==> src/rtl/xmc_pkg.sv <==
package xmc_pkg;

    typedef enum logic [2:0] {
        MODE_ACTIVE   = 3'd0,
        MODE_LISTEN   = 3'd1,
        MODE_IDLE     = 3'd2,
        MODE_PRESLEEP = 3'd3,
        MODE_SLEEP    = 3'd4
    } mode_e;

endpackage

==> src/rtl/xmc_pin_filter.sv <==
module xmc_pin_filter #(
    parameter int FILT_LEN = 3
) (
    input  logic clk,
    input  logic rst_n,
    input  logic pin_i,
    output logic level_o
);

    typedef struct packed {
        logic [FILT_LEN-1:0] hist;
        logic                level;
    } filt_s;

    filt_s cur_q, nxt_d;

    // Shift in one sample per edge; the level flips only when the whole
    // history window agrees on the opposite value.
    always_comb begin
        nxt_d      = cur_q;
        nxt_d.hist = {cur_q.hist[FILT_LEN-2:0], pin_i};
        if (&cur_q.hist) begin
            nxt_d.level = 1'b1;
        end else if (~|cur_q.hist) begin
            nxt_d.level = 1'b0;
        end
    end

    always_ff @(posedge clk or negedge rst_n) begin
        if (!rst_n) begin
            cur_q <= '0;
        end else begin
            cur_q <= nxt_d;
        end
    end

    assign level_o = cur_q.level;

endmodule

==> src/rtl/xmc_mode_fsm.sv <==
module xmc_mode_fsm
    import xmc_pkg::*;
#(
    parameter int SLEEP_WAIT = 2
) (
    input  logic       clk,
    input  logic       rst_n,
    input  logic       awake_f_i,
    input  logic       enable_f_i,
    input  logic       wake_i,
    input  logic       uv_i,
    output logic [2:0] mode_o,
    output logic       reg_on_o
);

    localparam int TW = $clog2(SLEEP_WAIT + 1);
    localparam logic [TW-1:0] TMR_LAST = TW'(SLEEP_WAIT - 1);

    typedef struct packed {
        mode_e         mode;
        logic [TW-1:0] tmr;
        logic          reg_on;
    } st_s;

    st_s st_q, st_d;

    function automatic mode_e awake_target(input logic en, input logic uv);
        if (uv) begin
            return MODE_IDLE;
        end
        return en ? MODE_ACTIVE : MODE_LISTEN;
    endfunction

    always_comb begin
        st_d     = st_q;
        st_d.tmr = '0;
        unique case (st_q.mode)
            MODE_ACTIVE, MODE_LISTEN, MODE_IDLE: begin
                if (awake_f_i) begin
                    st_d.mode = awake_target(enable_f_i, uv_i);
                end else if (enable_f_i) begin
                    st_d.mode = MODE_PRESLEEP;
                end else begin
                    st_d.mode = MODE_IDLE;
                end
            end
            MODE_PRESLEEP: begin
                if (awake_f_i) begin
                    st_d.mode = awake_target(enable_f_i, uv_i);
                end else if (!enable_f_i) begin
                    st_d.mode = MODE_IDLE;
                end else if (st_q.tmr == TMR_LAST) begin
                    st_d.mode = MODE_SLEEP;
                end else begin
                    st_d.tmr = st_q.tmr + 1'b1;
                end
            end
            MODE_SLEEP: begin
                if (awake_f_i) begin
                    st_d.mode = awake_target(enable_f_i, uv_i);
                end else if (wake_i) begin
                    st_d.mode = MODE_IDLE;
                end
            end
            default: st_d.mode = MODE_IDLE;
        endcase
        st_d.reg_on = (st_d.mode != MODE_SLEEP);
    end

    always_ff @(posedge clk or negedge rst_n) begin
        if (!rst_n) begin
            st_q.mode   <= MODE_IDLE;
            st_q.tmr    <= '0;
            st_q.reg_on <= 1'b1;
        end else begin
            st_q <= st_d;
        end
    end

    assign mode_o   = st_q.mode;
    assign reg_on_o = st_q.reg_on;

endmodule

==> src/rtl/xcvr_mode_ctrl.sv <==
module xcvr_mode_ctrl #(
    parameter int FILT_LEN   = 3,
    parameter int SLEEP_WAIT = 2
) (
    input  logic       clk,
    input  logic       rst_n,
    input  logic       awake_pin_i,
    input  logic       enable_pin_i,
    input  logic       wake_i,
    input  logic       uv_i,
    output logic [2:0] mode_o,
    output logic       reg_on_o
);

    localparam int NPINS = 2;

    logic [NPINS-1:0] raw_w;
    logic [NPINS-1:0] filt_w;

    assign raw_w = {enable_pin_i, awake_pin_i};

    for (genvar i = 0; i < NPINS; i++) begin : g_pin
        xmc_pin_filter #(
            .FILT_LEN(FILT_LEN)
        ) u_filt (
            .clk    (clk),
            .rst_n  (rst_n),
            .pin_i  (raw_w[i]),
            .level_o(filt_w[i])
        );
    end

    xmc_mode_fsm #(
        .SLEEP_WAIT(SLEEP_WAIT)
    ) u_fsm (
        .clk       (clk),
        .rst_n     (rst_n),
        .awake_f_i (filt_w[0]),
        .enable_f_i(filt_w[1]),
        .wake_i    (wake_i),
        .uv_i      (uv_i),
        .mode_o    (mode_o),
        .reg_on_o  (reg_on_o)
    );

endmodule

==> config.mk <==
export PLATFORM = sky130hd
export DESIGN_NAME = xcvr_mode_ctrl
export DESIGN_NICKNAME = d
export VERILOG_FILES = /design/src/rtl/xmc_pkg.sv /design/src/rtl/xmc_pin_filter.sv /design/src/rtl/xmc_mode_fsm.sv /design/src/rtl/xcvr_mode_ctrl.sv
export SDC_FILE = /design/constraint.sdc
export NUM_CORES = 1
export LEC_CHECK = 0
export BUFFER_PORTS_ARGS = -buffer_cell sky130_fd_sc_hd__buf_2
export CORE_AREA = 2 2 39 41
export CTS_CLUSTER_DIAMETER = 200
export CTS_CLUSTER_SIZE = 24
export DETAILED_ROUTE_END_ITERATION = 6
export DIE_AREA = 0 0 41 43
export GPL_ROUTABILITY_DRIVEN = 0
export PLACE_DENSITY_LB_ADDON = 0.15
export REMOVE_ABC_BUFFERS = 1
export SYNTH_ARGS = -nofsm -noshare
export SYNTH_HDL_FRONTEND = slang
export SYNTH_SLANG_ARGS = --single-unit
==> constraint.sdc <==
create_clock -name clk -period 1.8 [get_ports clk]
set_clock_uncertainty 0.05 [all_clocks]
set_input_delay 0.09 -clock clk [delete_from_list [all_inputs] [get_ports clk]]
set_output_delay 0.09 -clock clk [all_outputs]
set_load 0.02 [all_outputs]
Word level (Yosys, flattened, before mapping)
Cells that the tools add are included.
{"block": "word_totals", "latch_bits": 0, "ff_bits": 14, "n_memories": 0, "rom_bits": 0, "ramBits": 0}
{"block": "op_classes", "order_cmp": 0, "shifts": 0, "n_mul": 0, "bitwise": 0, "n_mux": 26, "n_div": 0, "eq_ne": 8, "n_reduce_logical": 6, "n_addsub": 1}
{"op": "$mux 3", "n": 10}
{"op": "$mux 1", "n": 11}
{"op": "$pmux 3 s3", "n": 1}
{"op": "$reduce_or 3->1", "n": 3}
{"op": "$mux 2", "n": 4}
{"op": "$eq 3x2->1 const B", "n": 2}
{"op": "$reduce_and 3->1", "n": 2}
{"op": "$ne 2x1->1 const B", "n": 2}
{"op": "$eq 3x1->1 const B", "n": 1}
{"op": "$eq 3x3->1 const B", "n": 1}
{"op": "$logic_not 3->1", "n": 1}
{"op": "$ne 3x3->1 const B", "n": 1}
{"op": "$add 2x1->2 const B", "n": 1}
{"op": "$eq 2x1->1 const B", "n": 1}

Depth between registers and ports, before layout
{"block": "logic_depth", "word_depth": 7, "ltp_mapped": 3}

Cells and area by module
From an unflattened synthesis, not the netlist that was laid out.
{"block": "unflattened", "hier_cells": 42, "hier_area_um2": 524.3}
{"module": "xmc_mode_fsm", "cells_per_inst": 26, "n_inst": 1, "area_each_um2": 286.5}
{"module": "xmc_pin_filter", "cells_per_inst": 8, "n_inst": 2, "area_each_um2": 118.9}

Least setup slack after synthesis
OpenSTA, ideal clock, no wires.
{"block": "synth_timing", "path_type": "reg2reg", "from": "reg u_fsm.st_q (netlist bit u_fsm.mode_o[2])", "to": "reg u_fsm.st_q (netlist bit u_fsm.reg_on_o)", "n_path_buf": 0, "synth_period_minus_slack_ns": 1.580, "arrival_ns": 1.455, "path_stages_with_launch": 4, "setup_slack_ns": 0.220, "cell_sequence": "dfrtp_1 or3b_1 or4b_4 and2_4"}
{"element": "from (decl)", "line": "xmc_mode_fsm.sv:25", "source": "st_s st_q, st_d;"}
{"element": "from (signal assigned)", "line": "xmc_mode_fsm.sv:76", "source": "st_q <= st_d;"}

==> impl_metrics.json <==
{
  "grt_max_degree": 15,
  "hold_viol": 0,
  "ys_ff_latch": 14,
  "cts_root_buf": "clkbuf_4",
  "finalNetCount": 63,
  "finalSetupViolations": 0,
  "clock_sinks": 14,
  "cts_buffers": 3,
  "yosysTopAreaCell": "dfrtp_1",
  "start_kind": "flop",
  "postRouteAntennaNets": 0,
  "vias": 349,
  "remaining_drc_errors": 0,
  "grt_pass1_wl_um": 1480,
  "synth_seq_area_share_pct": 66.5,
  "crit_path_end_kind": "flop",
  "diodes": 0,
  "crit_type": "flop to flop",
  "ir_drop_mv": 0.428,
  "tritoncts": "yes",
  "dpl_worst_slack_ns": 0.134,
  "wirelength_um": 816,
  "dieHeight_um": 43,
  "synth.distinct_cells": 18,
  "cts_resized": 0,
  "finalCritPeriodShare_pct": 92.7,
  "drive_gt1_share_pct": 28.6,
  "antenna_found_initial": 0,
  "cap_violations": 0,
  "drt-wirelength-per-cell_um": 11.3,
  "syn_inst": 43,
  "cp-endpoint": "u_fsm.reg_on_o$_DFF_PN1_",
  "finalPower_uw": 597,
  "ys_warn_count": 0,
  "port_buffers": 9,
  "cp_max_fo": 5,
  "grt_overflow": 0,
  "worst_pin_slew_ns": 0.301,
  "synth_fa_ha_area_share_pct": 0,
  "grtUsageTotal_pct": 12.9,
  "first_pass_iters": 4,
  "clk-insertion-delay-late_ns": 0.27,
  "grt_pass1_vias": 355,
  "synth_compound_area_share_pct": 11.1,
  "grt_setup_unrepaired": "no",
  "core_mm2": 0.00138,
  "hp-class": "input pin to flop",
  "total_leakage_power_nw": 0.293,
  "yosys.area_share.simple_pct": 16.7,
  "yosys.area_share.xor_xnor_pct": 0,
  "via_per_inst": 4.85,
  "clk_pin_slew_ns": 0.07,
  "drt_iter0_drc": 3,
  "crit_start": "u_fsm.mode_o[2]$_DFF_PN0_",
  "synth_area_leaders": "dfrtp_1 (57%), dfstp_2 (9.9%), o21ai_0 (5.7%)",
  "reg2reg_to": "u_fsm.reg_on_o$_DFF_PN1_",
  "nFillCells": 136,
  "relSlewSlack_pct": 79.9,
  "die_width_um": 41,
  "fmax_mhz": 599,
  "layout_commonest_cell": "dfrtp_1",
  "layout_common_cells": "dfrtp_1 (12), buf_2 (9), o21ai_0 (6)",
  "synthMuxAreaShare_pct": 0,
  "synth_top_area_share_pct": 56.6,
  "r2r-start": "u_fsm.mode_o[2]$_DFF_PN0_",
  "die_area_mm2": 0.00176,
  "status": "complete, no violations",
  "hold_ws_ns": 0.0782,
  "timing.final.crit_period_ns": 1.67,
  "synth_area_um2": 531,
  "setup_tns_ns": 0,
  "required_ns": 1.95,
  "io_pins": 10,
  "syn_to_final_growth_pct": 18.6,
  "synth_top_family_by_area": "simple AND/OR/NAND/NOR gates",
  "start_util_pct": 38.3,
  "finalWorstSetupSlack_ns": 0.131,
  "syn_avg_cell_area_um2": 12.3,
  "power_density_mw_per_mm2": 948,
  "h-tree-depth": 1,
  "reg2reg_slack_ns": 0.13,
  "cp.arrival_ns": 1.82,
  "fp-row-count": 14,
  "finalCoreUtilization_pct": 45.5,
  "multi_input_area_um2": 148,
  "place_hpwl_um": 600,
  "reg2regPathDepth": 3,
  "maxSlewViolCount": 0,
  "cts_buffer_depth": 2,
  "seq_area_um2": 353
}
-- final cells by class --
class	instances	share of cell area [%]
flip-flops and latches	14	56.1
multi-input cells	24	23.5
repair buffers	12	11.9
clock buffers	4	4.17
well taps	16	3.18
inverters	2	1.19
-- cells in the mapped netlist, drive strengths merged --
master    n
a21oi     2
and2      2
buf       3
dfrtp    12
dfstp     2
inv       2
nand2     3
nand2b    1
nor2      2
nor2b     1
nor3      1
nor3b     2
o211a     1
o21ai     6
o2bb2ai   1
or3b      1
or4b      1
-- logic make-up (layout without fill, tap and decap cells) --
| kind of cell | Yosys count | after routing |
|---|---|---|
| buffers and inverters | 5 | 18 |
| AO/OA/AOI/OAI | 10 | 10 |
| flip-flops | 14 | 14 |
| AND/OR/NAND/NOR | 14 | 14 |
-- power by group --
part           internal (mW)  switching [mW]
Sequential             0.338          0.0181
Combinational         0.0282          0.0340
Clock                 0.0857          0.0925
Total                  0.452           0.145
-- registers in the layout (all words and copies together) (netlist names) --
name	count
g_pin.u_filt.cur_q	6
u_fsm.mode_o	3
g_pin.u_filt.level_o	2
u_fsm.st_q	2
u_fsm.reg_on_o	1
-- critical path, stage by stage, from the launching register on --
cell and delay [ns]:
dfrtp_1 0.42, or3b_1 0.43, or4b_4 0.55, and2_4 0.15
-- per-layer routing --
layer / part of all wire (%) / GRT usage (%) / vias up
met4: 0.49 / 10.0 / 0
met2: 49 / 18.1 / 9
li1: - / - / 171
met5: 0 / 0 / -
met1: 45 / 16.3 / 167
met3: 5.0 / 3.14 / 2
-- metrics by stage --
| step | area [um2] | std cells |
|---|---|---|
| floorplan | 508 | 40 |
| global placement | 573 | 65 |
| detailed placement | 573 | 65 |
| CTS | 629 | 72 |
| global route | 629 | 72 |
| finish | 629 | 72 |
-- how the worst min path moves through the flow --
| stage | start | slack (ns) | depth (start not counted) | endpoint |
|---|---|---|---|---|
| 4_1_cts | wake_i | 0.06 | 4 | u_fsm.mode_o[2]$_DFF_PN0_ |
| 3_5_place_dp | rst_n | -0.05 | 1 | u_fsm.mode_o[0]$_DFF_PN0_ |
| 3_3_place_gp | rst_n | -0.06 | 1 | u_fsm.st_q[2]$_DFF_PN0_ |
| 5_1_grt | wake_i | 0.09 | 4 | u_fsm.mode_o[2]$_DFF_PN0_ |
| 6_report | wake_i | 0.08 | 4 | u_fsm.mode_o[2]$_DFF_PN0_ |
| 2_1_floorplan | rst_n | -0.26 | 0 | g_pin[0].u_filt.cur_q[1]$_DFF_PN0_ |
-- what timing repair did --
action,CTS,global route
hold buffers,3,0
endpoints found under the setup margin,0,0
setup buffers,0,0
hold endpoints to repair,16,0
Power figures use the tool's default switching activity.
